--- config.mk ---
export PLATFORM = sky130hd
export DESIGN_NAME = serial_async_rx
export DESIGN_NICKNAME = d
export VERILOG_FILES = /design/src/rtl/rx_pkg.sv /design/src/rtl/rx_sync.sv /design/src/rtl/rx_frame.sv /design/src/rtl/rx_hold.sv /design/src/rtl/serial_async_rx.sv
export SDC_FILE = /design/constraint.sdc
export NUM_CORES = 1
export LEC_CHECK = 0
export BUFFER_PORTS_ARGS = -buffer_cell sky130_fd_sc_hd__buf_2
export CAP_MARGIN = 10
export CELL_PAD_IN_SITES_DETAIL_PLACEMENT = 0
export CELL_PAD_IN_SITES_GLOBAL_PLACEMENT = 2
export CORE_ASPECT_RATIO = 1.4
export CORE_MARGIN = 4
export CORE_UTILIZATION = 39
export CTS_CLUSTER_DIAMETER = 50
export DETAILED_ROUTE_END_ITERATION = 6
export HOLD_SLACK_MARGIN = 0.15
export PLACE_DENSITY_LB_ADDON = 0.08
export SYNTH_ARGS = -nofsm -noshare
export SYNTH_HDL_FRONTEND = slang
export SYNTH_HIERARCHICAL = 1
export SYNTH_SLANG_ARGS = --single-unit
--- constraint.sdc ---
create_clock -name clk -period 3 [get_ports clk]
set_input_delay 0.15 -clock clk [delete_from_list [all_inputs] [get_ports clk]]
set_output_delay 0.15 -clock clk [all_outputs]
set_load 0.02 [all_outputs]
--- src/rtl/rx_pkg.sv ---
`timescale 1ns/1ps
package rx_pkg;
    localparam int DATA_W = 8;
    localparam int CNT_W  = 7;
    localparam int IDX_W  = 4;

    typedef enum logic [2:0] {
        ST_IDLE,
        ST_START,
        ST_DATA,
        ST_PAR,
        ST_STOP
    } rx_state_e;

    function automatic logic [CNT_W-1:0] ticks_per_bit(input logic [1:0] sel);
        case (sel)
            2'b01:   return CNT_W'(1);
            2'b10:   return CNT_W'(16);
            2'b11:   return CNT_W'(64);
            default: return '0;
        endcase
    endfunction

    function automatic logic [IDX_W-1:0] data_bits(input logic [1:0] sel);
        return IDX_W'(5) + IDX_W'(sel);
    endfunction
endpackage

--- src/rtl/rx_sync.sv ---
`timescale 1ns/1ps
module rx_sync #(
    parameter int  STAGES    = 2,
    parameter logic RESET_VAL = 1'b1
) (
    input  logic clk,
    input  logic rst_n,
    input  logic d_i,
    output logic q_o
);
    logic [STAGES-1:0] sh_d, sh_q;

    generate
        if (STAGES == 1) begin : g_one
            always_comb sh_d = d_i;
        end else begin : g_many
            always_comb sh_d = {sh_q[STAGES-2:0], d_i};
        end
    endgenerate

    always_ff @(posedge clk) begin
        if (!rst_n) sh_q <= {STAGES{RESET_VAL}};
        else        sh_q <= sh_d;
    end

    assign q_o = sh_q[STAGES-1];
endmodule

--- src/rtl/rx_frame.sv ---
`timescale 1ns/1ps
module rx_frame
    import rx_pkg::*;
(
    input  logic              clk,
    input  logic              rst_n,
    input  logic              tick_i,
    input  logic              rxd_i,
    input  logic [1:0]        rate_sel_i,
    input  logic [1:0]        len_sel_i,
    input  logic              par_en_i,
    input  logic              par_even_i,
    output logic              done_o,
    output logic [DATA_W-1:0] char_o,
    output logic              perr_o,
    output logic              ferr_o
);
    typedef struct packed {
        rx_state_e          st;
        logic [CNT_W-1:0]   cnt;
        logic [IDX_W-1:0]   idx;
        logic [DATA_W-1:0]  shr;
        logic               par_acc;
        logic               perr_pend;
        logic               done;
        logic [DATA_W-1:0]  chr;
        logic               perr;
        logic               ferr;
    } frame_t;

    frame_t f_d, f_q;

    logic [CNT_W-1:0] div, half;
    logic [IDX_W-1:0] nbits;
    logic             sample;

    assign div   = ticks_per_bit(rate_sel_i);
    assign half  = div >> 1;
    assign nbits = data_bits(len_sel_i);

    always_comb begin
        f_d      = f_q;
        f_d.done = 1'b0;
        sample   = 1'b0;
        if (rate_sel_i == 2'b00) begin
            f_d.st  = ST_IDLE;
            f_d.cnt = '0;
        end else if (tick_i) begin
            case (f_q.st)
                ST_IDLE: begin
                    if (!rxd_i) begin
                        f_d.shr       = '0;
                        f_d.idx       = '0;
                        f_d.par_acc   = 1'b0;
                        f_d.perr_pend = 1'b0;
                        if (div == CNT_W'(1)) begin
                            f_d.st  = ST_DATA;
                            f_d.cnt = '0;
                        end else begin
                            f_d.st  = ST_START;
                            f_d.cnt = CNT_W'(1);
                        end
                    end
                end
                ST_START: begin
                    if (f_q.cnt == half) begin
                        f_d.cnt = '0;
                        f_d.st  = rxd_i ? ST_IDLE : ST_DATA;
                    end else begin
                        f_d.cnt = f_q.cnt + 1'b1;
                    end
                end
                default: begin
                    if (f_q.cnt == div - 1'b1) begin
                        f_d.cnt = '0;
                        sample  = 1'b1;
                    end else begin
                        f_d.cnt = f_q.cnt + 1'b1;
                    end
                    if (sample) begin
                        case (f_q.st)
                            ST_DATA: begin
                                f_d.shr[f_q.idx[2:0]] = rxd_i;
                                f_d.par_acc           = f_q.par_acc ^ rxd_i;
                                if (f_q.idx == nbits - 1'b1) begin
                                    f_d.st = par_en_i ? ST_PAR : ST_STOP;
                                end else begin
                                    f_d.idx = f_q.idx + 1'b1;
                                end
                            end
                            ST_PAR: begin
                                f_d.perr_pend = f_q.par_acc ^ rxd_i ^ ~par_even_i;
                                f_d.st        = ST_STOP;
                            end
                            default: begin
                                f_d.done = 1'b1;
                                f_d.chr  = f_q.shr;
                                f_d.perr = par_en_i & f_q.perr_pend;
                                f_d.ferr = ~rxd_i;
                                f_d.st   = ST_IDLE;
                            end
                        endcase
                    end
                end
            endcase
        end
    end

    always_ff @(posedge clk) begin
        if (!rst_n) begin
            f_q.st        <= ST_IDLE;
            f_q.cnt       <= '0;
            f_q.idx       <= '0;
            f_q.shr       <= '0;
            f_q.par_acc   <= 1'b0;
            f_q.perr_pend <= 1'b0;
            f_q.done      <= 1'b0;
            f_q.chr       <= '0;
            f_q.perr      <= 1'b0;
            f_q.ferr      <= 1'b0;
        end else begin
            f_q <= f_d;
        end
    end

    assign done_o = f_q.done;
    assign char_o = f_q.chr;
    assign perr_o = f_q.perr;
    assign ferr_o = f_q.ferr;

    // an off rate setting parks the receiver
    assert_off_idles_R2: assert property (@(posedge clk) disable iff (!rst_n)
        (rate_sel_i == 2'b00) |=> (f_q.st == ST_IDLE));

    // a high line at the half-period check abandons the frame
    assert_false_start_R5: assert property (@(posedge clk) disable iff (!rst_n)
        (f_q.st == ST_START && tick_i && f_q.cnt == half && rxd_i && rate_sel_i != 2'b00)
        |=> (f_q.st == ST_IDLE && !f_q.done));

    // at 1x the start check is skipped
    assert_no_check_1x_R5: assert property (@(posedge clk) disable iff (!rst_n)
        (rate_sel_i == 2'b01 && f_q.st == ST_IDLE) |=> (f_q.st != ST_START));

    // completion is a single-cycle event
    assert_done_pulse_R7: assert property (@(posedge clk) disable iff (!rst_n)
        f_q.done |=> !f_q.done);
endmodule

--- src/rtl/rx_hold.sv ---
`timescale 1ns/1ps
module rx_hold
    import rx_pkg::*;
(
    input  logic              clk,
    input  logic              rst_n,
    input  logic              load_i,
    input  logic [DATA_W-1:0] char_i,
    input  logic              perr_i,
    input  logic              ferr_i,
    input  logic              rd_i,
    input  logic              err_clr_i,
    output logic [DATA_W-1:0] data_o,
    output logic              ready_o,
    output logic              perr_o,
    output logic              oerr_o,
    output logic              ferr_o
);
    typedef struct packed {
        logic [DATA_W-1:0] data;
        logic              ready;
        logic              perr;
        logic              oerr;
        logic              ferr;
    } hold_t;

    hold_t h_d, h_q;

    always_comb begin
        h_d = h_q;
        if (rd_i) h_d.ready = 1'b0;
        if (err_clr_i) begin
            h_d.perr = 1'b0;
            h_d.oerr = 1'b0;
            h_d.ferr = 1'b0;
        end
        if (load_i) begin
            h_d.data  = char_i;
            h_d.ready = 1'b1;
            h_d.oerr  = h_d.oerr | (h_q.ready & ~rd_i);
            h_d.perr  = h_d.perr | perr_i;
            h_d.ferr  = h_d.ferr | ferr_i;
        end
    end

    always_ff @(posedge clk) begin
        if (!rst_n) begin
            h_q <= '0;
        end else begin
            h_q <= h_d;
        end
    end

    assign data_o  = h_q.data;
    assign ready_o = h_q.ready;
    assign perr_o  = h_q.perr;
    assign oerr_o  = h_q.oerr;
    assign ferr_o  = h_q.ferr;

    assert_ready_on_load_R7: assert property (@(posedge clk) disable iff (!rst_n)
        load_i |=> h_q.ready);

    assert_read_clears_R7: assert property (@(posedge clk) disable iff (!rst_n)
        (rd_i && !load_i) |=> !h_q.ready);

    assert_overrun_flag_R8: assert property (@(posedge clk) disable iff (!rst_n)
        (load_i && h_q.ready && !rd_i) |=> h_q.oerr);

    assert_clear_errors_R9: assert property (@(posedge clk) disable iff (!rst_n)
        (err_clr_i && !load_i) |=> (!h_q.perr && !h_q.oerr && !h_q.ferr));

    assert_sticky_perr_R9: assert property (@(posedge clk) disable iff (!rst_n)
        (h_q.perr && !err_clr_i) |=> h_q.perr);

    assert_sticky_oerr_R9: assert property (@(posedge clk) disable iff (!rst_n)
        (h_q.oerr && !err_clr_i) |=> h_q.oerr);

    assert_sticky_ferr_R9: assert property (@(posedge clk) disable iff (!rst_n)
        (h_q.ferr && !err_clr_i) |=> h_q.ferr);

    assert_data_held_R10: assert property (@(posedge clk) disable iff (!rst_n)
        !load_i |=> $stable(h_q.data));
endmodule

--- src/rtl/serial_async_rx.sv ---
`timescale 1ns/1ps
module serial_async_rx
    import rx_pkg::*;
#(
    parameter int SYNC_STAGES = 2
) (
    input  logic              clk,
    input  logic              rst_n,
    input  logic              tick_i,
    input  logic              rxd_i,
    input  logic [1:0]        rate_sel_i,
    input  logic [1:0]        len_sel_i,
    input  logic              par_en_i,
    input  logic              par_even_i,
    input  logic              rd_i,
    input  logic              err_clr_i,
    output logic [DATA_W-1:0] data_o,
    output logic              ready_o,
    output logic              perr_o,
    output logic              oerr_o,
    output logic              ferr_o
);
    logic              line_s;
    logic              done;
    logic [DATA_W-1:0] chr;
    logic              c_perr, c_ferr;

    rx_sync #(.STAGES(SYNC_STAGES), .RESET_VAL(1'b1)) u_sync (
        .clk   (clk),
        .rst_n (rst_n),
        .d_i   (rxd_i),
        .q_o   (line_s)
    );

    rx_frame u_frame (
        .clk        (clk),
        .rst_n      (rst_n),
        .tick_i     (tick_i),
        .rxd_i      (line_s),
        .rate_sel_i (rate_sel_i),
        .len_sel_i  (len_sel_i),
        .par_en_i   (par_en_i),
        .par_even_i (par_even_i),
        .done_o     (done),
        .char_o     (chr),
        .perr_o     (c_perr),
        .ferr_o     (c_ferr)
    );

    rx_hold u_hold (
        .clk       (clk),
        .rst_n     (rst_n),
        .load_i    (done),
        .char_i    (chr),
        .perr_i    (c_perr),
        .ferr_i    (c_ferr),
        .rd_i      (rd_i),
        .err_clr_i (err_clr_i),
        .data_o    (data_o),
        .ready_o   (ready_o),
        .perr_o    (perr_o),
        .oerr_o    (oerr_o),
        .ferr_o    (ferr_o)
    );

    // no parity flag can come from a character received with parity off
    assert_no_perr_when_off_R4: assert property (@(posedge clk) disable iff (!rst_n)
        (done && !par_en_i) |-> !c_perr);
endmodule

==> results of run 1 <==
## synth_stat cells (5+ instances only)
library cell and number:
ha_1 8, nor2_1 20, dfxtp_1 49, inv_1 11, clkbuf_1 14, nand2_1 29, nor3_1 6, a21oi_1 10
nand3_1 11, o21ai_0 14, nand2b_1 12, mux2i_1 22, buf_4 9, nor2b_1 13, o22ai_1 5
## power by group
group          internal (mW)  switching (mW)  leakage, nW
Clock                  0.165           0.216       0.0385
Combinational         0.0389          0.0552        0.589
Sequential             0.653         0.00560        0.395
## cells by family (layout without fill, tap and decap cells)
logic type / count (synthesis) / after routing
buffers and inverters: 37 / 52
muxes: 22 / 22
DFF: 49 / 49
adders and majority gates: 8 / 8
xor gates and xnor gates: 8 / 8
AOI/OAI and AO/OA: 64 / 64
and+or+nand+nor: 117 / 117
## timing repair
action                     in CTS  in global routing
hold endpoints to repair        4                  0
hold buffers                    4                  0
setup endpoints to repair       0                  0
## layer usage
| metal | up-vias | wire (um) |
|---|---|---|
| met3 | 7 | 131 |
| met4 | 0 | 111 |
| li1 | 1095 | - |
| met5 | - | 0 |
| met2 | 32 | 3440 |
| met1 | 1008 | 2670 |
## layout make-up
| class | count | area (um2) | area share |
|---|---|---|---|
| Clock inverter | 1 | 7.51 | 0.00257 |
| Multi-Input combinational cell | 219 | 1500 | 0.514 |
| Inverter | 11 | 41.3 | 0.0141 |
| Sequential cell | 49 | 981 | 0.336 |
| Tap cell | 92 | 115 | 0.0394 |
| Clock buffer | 7 | 76.3 | 0.0261 |
| Timing Repair Buffer | 33 | 200 | 0.0685 |
## per-stage QoR
step	setup WS [ps]	hold slack [ps]	area, um2	cells
3_3_place_gp	849	333	2800	400
4_1_cts	796	156	2920	412
2_1_floorplan	1090	223	2670	305
6_report	854	170	2920	412
3_5_place_dp	792	343	2800	400
5_1_grt	486	185	2920	412
## critical path: stages (launching register included)
cell,delay (ps)
dfxtp_1,380
or3_4,420
o32ai_2,330
a21oi_1,220
o21ai_0,530
o211ai_1,140
## how the worst max path moves through the flow
stage	startpoint	end	slack (ps)	depth (start not counted)
after global placement	u_frame/f_q[28]	u_frame/f_q[15]	850	5
after floorplan	u_frame/f_q[28]	u_frame/char_o[1]	1090	7
after CTS	u_frame/f_q[28]	u_frame/f_q[16]	800	5
final	u_frame/f_q[28]	u_frame/f_q[16]	850	5
after detailed placement	rate_sel_i[0]	u_frame/f_q[15]	790	7
after global routing	u_frame/f_q[32]	u_frame/f_q[18]	490	4
## sequential cells by signal, summed over array words and instances (netlist names)
| signal | cells |
|---|---|
| u_frame/f_q | 24 |
| u_frame/char_o | 8 |
| u_hold/data_o | 8 |
| u_sync/sh_q | 2 |
| u_frame/done_o | 1 |
| u_frame/ferr_o | 1 |
| u_frame/perr_o | 1 |
| u_hold/ferr_o | 1 |
| u_hold/oerr_o | 1 |
| u_hold/perr_o | 1 |
| u_hold/ready_o | 1 |
==> results.md, run 1 <==
- Status: complete, no violations
- Initial antenna violation count: 0
- Cell Rows: 35
- Commonest non-fill, non-tap cell in the layout: dfxtp_1
- CTS max path bufs: 2
- Worst slew margin: 0.565
- DRT Pass-1 Iters: 6
- CTS Buf Count: 5
- Core footprint: ~6600 um2
- Endpoints failing hold: 0
- Hold depth: 3
- Yosys top cell area share: 0.367
- GR Util met1: 0.187
- Startpoint Class: flip-flop
- Clock root buffer: clkbuf_8
- Clk slew on worst S/H paths: about 90 ps
- Remaining DRCs: 0
- Fin util: 0.442
- GR Layer Usage met3: 0.0246
- CTS tree: yes
- Critical path class: reg2reg
- Slew Viols, Final: 0
- CP endpoint kind: flip-flop
- Syn_area_per_cell: a little under 9 um2
- # resized after CTS: 0
- Die height: around 110 um
- Slew @ Worst Pin: around 650 ps
- Min-delay src: rd_i
- Total track usage: 0.162
- Final WL: 6350 um
- Starting Density: 0.404
- Clock latency on the worst-skew pair: 300 ps
- CP required: ~3200 ps
- CP max FO: 8
- Most used routing layer: met2
- DP Wirelength: ~4800 um
- Post-CTS setup buffers: 0
- Reg2reg path depth: 5
- Pwr dens: between 300 and 400 nW/um2
- R2r startpoint: u_frame/f_q[28]
- Worst R2R End: u_frame/f_q[16]
- Main flop type after synthesis: dfxtp_1
- Area Growth Syn to Fin: 9.41%
- Synthesis-stage register bit count: approximately 50
- Wirelength per Cell: 15.4 um
- Grt total ovfl: 0
- Post-Synth Simple-Gate Area: 0.240
- DRT antenna net count: 0
- Arrival time worst endpoint: about 2300 ps
- GPL Wtd Cong: between 0.7 and 0.8
- Post-Synth XOR/XNOR Area: 0.0262
- Leading area contributor after synthesis: dfxtp_1
- Max_cap viols: 0
- I/O pin cnt: 24
- First-pass GRT wire length: 10600 um
- Fmax: between 400 and 500 MHz
- Min-delay worst type: in2reg
- Post-synthesis adder-cell area fraction: 0.0375
- Vias: between 2000 and 2500
- # diodes: 0
- Die X-Extent: approximately 78 um
- Clock Skew: around 11 ps
- WHS Endpoint: u_hold/ready_o
- Final period util: 0.715
- Compound-cell area share of the yosys netlist: 0.176
- Clock period minus worst slack: between 2000 and 2500 ps
- VDD IR-drop max: between 0.15 and 0.2 mV
- Syn Inst Count: a little over 300
- Final #Nets: between 300 and 400
- Top cells by area in the synthesized netlist: dfxtp_1, mux2i_1, nand2_1
- Mapped Area: approximately 2700 um2
- R2R setup slack: 850 ps
- Register area share after synthesis: 0.367
- RSZ-0062 raised after global routing: no
- PortBufs: 23
- Most frequent cells in the layout: dfxtp_1, nand2_1, buf_2
- Fill count: 688
- Vias in the first global route: around 2100
- Synth unique cells: 52
- Total Power: around 1.1 mW
- H-tree levels: 2
- Largest family of logic cells by synthesized area: simple AND/OR/NAND/NOR gates
- Clock Sinks: 49
- Met2 Track Usage GR: 0.294
- Vias per Instance: 5.20
- Number of synthesized flops with an enable pin: 0
- Mux share of post-synthesis cell area: 0.0824
- Final TNS setup: 0 ps
- Die area: slightly above 8000 um2
- Final setup violation count: 0
- Share of cells above drive strength 1: 0.147
- Post-synth net total: roughly 330
- Iter 0 DRT Violations: 94
- Post-synth ARST share: 0
- Number of synthesis warnings: 6
- Largest net degree at the start of global routing: 20
- P_leak: 1.02 nW
No activity file was read; power rests on OpenSTA's default activity.
==> run 2: changes to the inputs <==
--- a/config.mk
+++ b/config.mk
@@ -11,7 +11,7 @@
 export CELL_PAD_IN_SITES_GLOBAL_PLACEMENT = 2
 export CORE_ASPECT_RATIO = 1.4
 export CORE_MARGIN = 4
-export CORE_UTILIZATION = 39
+export CORE_UTILIZATION = 36
 export CTS_CLUSTER_DIAMETER = 50
 export DETAILED_ROUTE_END_ITERATION = 6
 export HOLD_SLACK_MARGIN = 0.15
==> constraint.sdc (replaced) <==
create_clock -name clk -period 2.2 [get_ports clk]
set_input_delay 0.11 -clock clk [delete_from_list [all_inputs] [get_ports clk]]
set_output_delay 0.11 -clock clk [all_outputs]
set_load 0.02 [all_outputs]
==> run 2 against run 1 <==
Against the previous run: sequential power grew 36%; die area is 7.6% higher; largest power group unchanged; final area grew 3.3%; core utilization is 1.5 points lower; first-iteration DRC count rose by 27%; via count grew 2.1%; clock power up 45%; combinational power is 48% higher; setup slack lost 710 ps.
==> results.md, run 2 (synthesized netlist as in run 1, its figures left out) <==
- Initial antenna violation count: 0 (unchanged)
- Crit path max-delay cell type: a2111oi_4 (was o21ai_0)
- Vias in the first global route: 2136 (was 2112)
- Wirelength per Cell: 15.6 um (was 15.4 um)
- Largest Register: u_frame/f_q (unchanged)
- CP max FO: 8 (unchanged)
- Largest net degree at the start of global routing: 27 (was 20)
- DRT antenna net count: 0 (unchanged)
- Worst slew margin: 0.571 (was 0.565)
- Vias per Instance: 5.13 (was 5.20)
- Most frequent cells in the layout: dfxtp_1, nand2_1, buf_2 (unchanged)
- Final #Nets: 350 (was 339)
- Fill count: 748 (was 688)
- Critical path class: reg2reg (unchanged)
- Clock latency on the worst-skew pair: 300 ps (about the same)
- Slew Viols, Final: 0 (unchanged)
- WHS: 209 ps (was 170 ps)
- Status: complete, no violations (unchanged)
- Final TNS setup: 0 ps (unchanged)
- Clock Sinks: 49 (unchanged)
- Core footprint: 7070 um2 (was 6610 um2)
- First-pass GRT wire length: 10800 um (was 10600 um)
- Worst Setup Slack, final: 142 ps (was 854 ps)
- # resized after CTS: 0 (unchanged)
- Pwr dens: 525 nW/um2 (was 388 nW/um2)
- Clock Skew: 11.9 ps (was 10.9 ps)
- Final setup violation count: 0 (unchanged)
- Die height: 110 um (was 106 um)
- I/O pin cnt: 24 (unchanged)
- Grt total ovfl: 0 (unchanged)
- VDD IR-drop max: 0.241 mV (was 0.168 mV)
- Starting Density: 0.378 (was 0.404)
- Critical path buffers and inverters: 0 (unchanged)
- Worst path max stage delay: 500 ps (was 530 ps)
- Final period util: 0.936 (was 0.715)
- CTS max path bufs: 2 (unchanged)
- P_leak: 1.09 nW (was 1.02 nW)
- Fin util: 0.427 (was 0.442)
- Clock period minus worst slack: 2060 ps (was 2150 ps)
- Die area: 8880 um2 (was 8260 um2)
- Slew @ Worst Pin: 642 ps (was 647 ps)
- Post-CTS Hold Buffers: 4 (unchanged)
- Final WL: 6640 um (was 6350 um)
- Clk slew on worst S/H paths: 100 ps (was 90 ps)
- Arrival time worst endpoint: 2300 ps (was 2310 ps)
- Post-CTS setup buffers: 0 (unchanged)
- Multi-input combinational cell area: 1500 um2 (unchanged)
- Critical path's top delay family: compound AO/OA/AOI/OAI gates (unchanged)
- Share of cells above drive strength 1: 0.181 (was 0.147)
- DP Wirelength: 4990 um (was 4750 um)
- Fmax: 486 MHz (was 466 MHz)
- CTS Buf Count: 5 (unchanged)
- CP required: 2440 ps (was 3170 ps)
- Vias: 2187 (was 2142)
- Endpoints failing hold: 0 (unchanged)
- GPL Wtd Cong: 0.788 (was 0.769)
- Post-Place Worst Slack: 155 ps (was 792 ps)
- Die X-Extent: 80.8 um (was 77.9 um)
- # diodes: 0 (unchanged)
- PortBufs: 23 (unchanged)
- Cell Rows: 36 (was 35)
- Register area: 981 um2 (unchanged)
- H-tree levels: 2 (unchanged)
- CTS tree: yes (unchanged)
- Min-delay worst type: in2reg (unchanged)
- RSZ-0062 raised after global routing: no (unchanged)
- Remaining DRCs: 0 (unchanged)
- DRT Pass-1 Iters: 4 (was 6)
- CP endpoint kind: flip-flop (unchanged)
- Crit path cell chain: or3_4, o32ai_2, nand3_2, a2111oi_4, mux2i_1 (was or3_4, o32ai_2, a21oi_1, o21ai_0, o211ai_1)
- Total track usage: 0.158 (was 0.162)
- Max_cap viols: 0 (unchanged)
- Max reg flops: 24 (unchanged)
- Startpoint Class: flip-flop (unchanged)
- Iter 0 DRT Violations: 119 (was 94)
- Commonest non-fill, non-tap cell in the layout: dfxtp_1 (unchanged)
- Clock root buffer: clkbuf_8 (unchanged)
- Area Growth Syn to Fin: 13.0% (was 9.41%)
## run 2: changes by cell type in the layout (fill, tap and decap cells not counted)
cell      previous run  this run
buf_4                6        17
clkbuf_1             2         0
clkinv_4             0         1
inv_6                0         1
## run 2: path summary, 6_finish.rpt
| kind | from | end | slack [ps] | cells after the start |
|---|---|---|---|---|
| setup / recovery | u_frame/f_q[28] | u_frame/f_q[22] | 140 | 5 |
| hold / removal | rst_n | u_sync/sh_q[1] | 210 | 2 |
| hold reg to reg | u_sync/sh_q[0] | u_sync/sh_q[1] | 420 | 1 |
| setup reg to reg | u_frame/f_q[28] | u_frame/f_q[22] | 140 | 5 |
## run 2: per-stage QoR
| stage | instances | power, mW | instance area, um2 |
|---|---|---|---|
| 3_3_place_gp | 414 | 1.05 | 2890 |
| 2_1_floorplan | 305 | 1.00 | 2670 |
| 5_1_grt | 426 | 1.67 | 3020 |
| 6_report | 426 | 1.59 | 3020 |
| 4_1_cts | 426 | 1.62 | 3020 |
| 3_5_place_dp | 414 | 1.05 | 2890 |
## run 2: per-layer routing
metal	global-route usage	wire [um]
met1	0.169	2650
met3	0.0279	168
met2	0.304	3710
met5	0	0
met4	0.0556	112
## run 2: final cells by class
type / count / area share
clock buffer: 5 / 0.0228
clock inverter: 3 / 0.00829
inverter: 11 / 0.0137
multi-input combinational: 219 / 0.497
sequential: 49 / 0.325
tap: 95 / 0.0394
timing repair buffer: 44 / 0.0937
## run 2: where the power goes
group	internal, mW	switching [mW]
logic	0.0586	0.0803
clock network	0.230	0.322
registers	0.890	0.00417
total	1.18	0.407
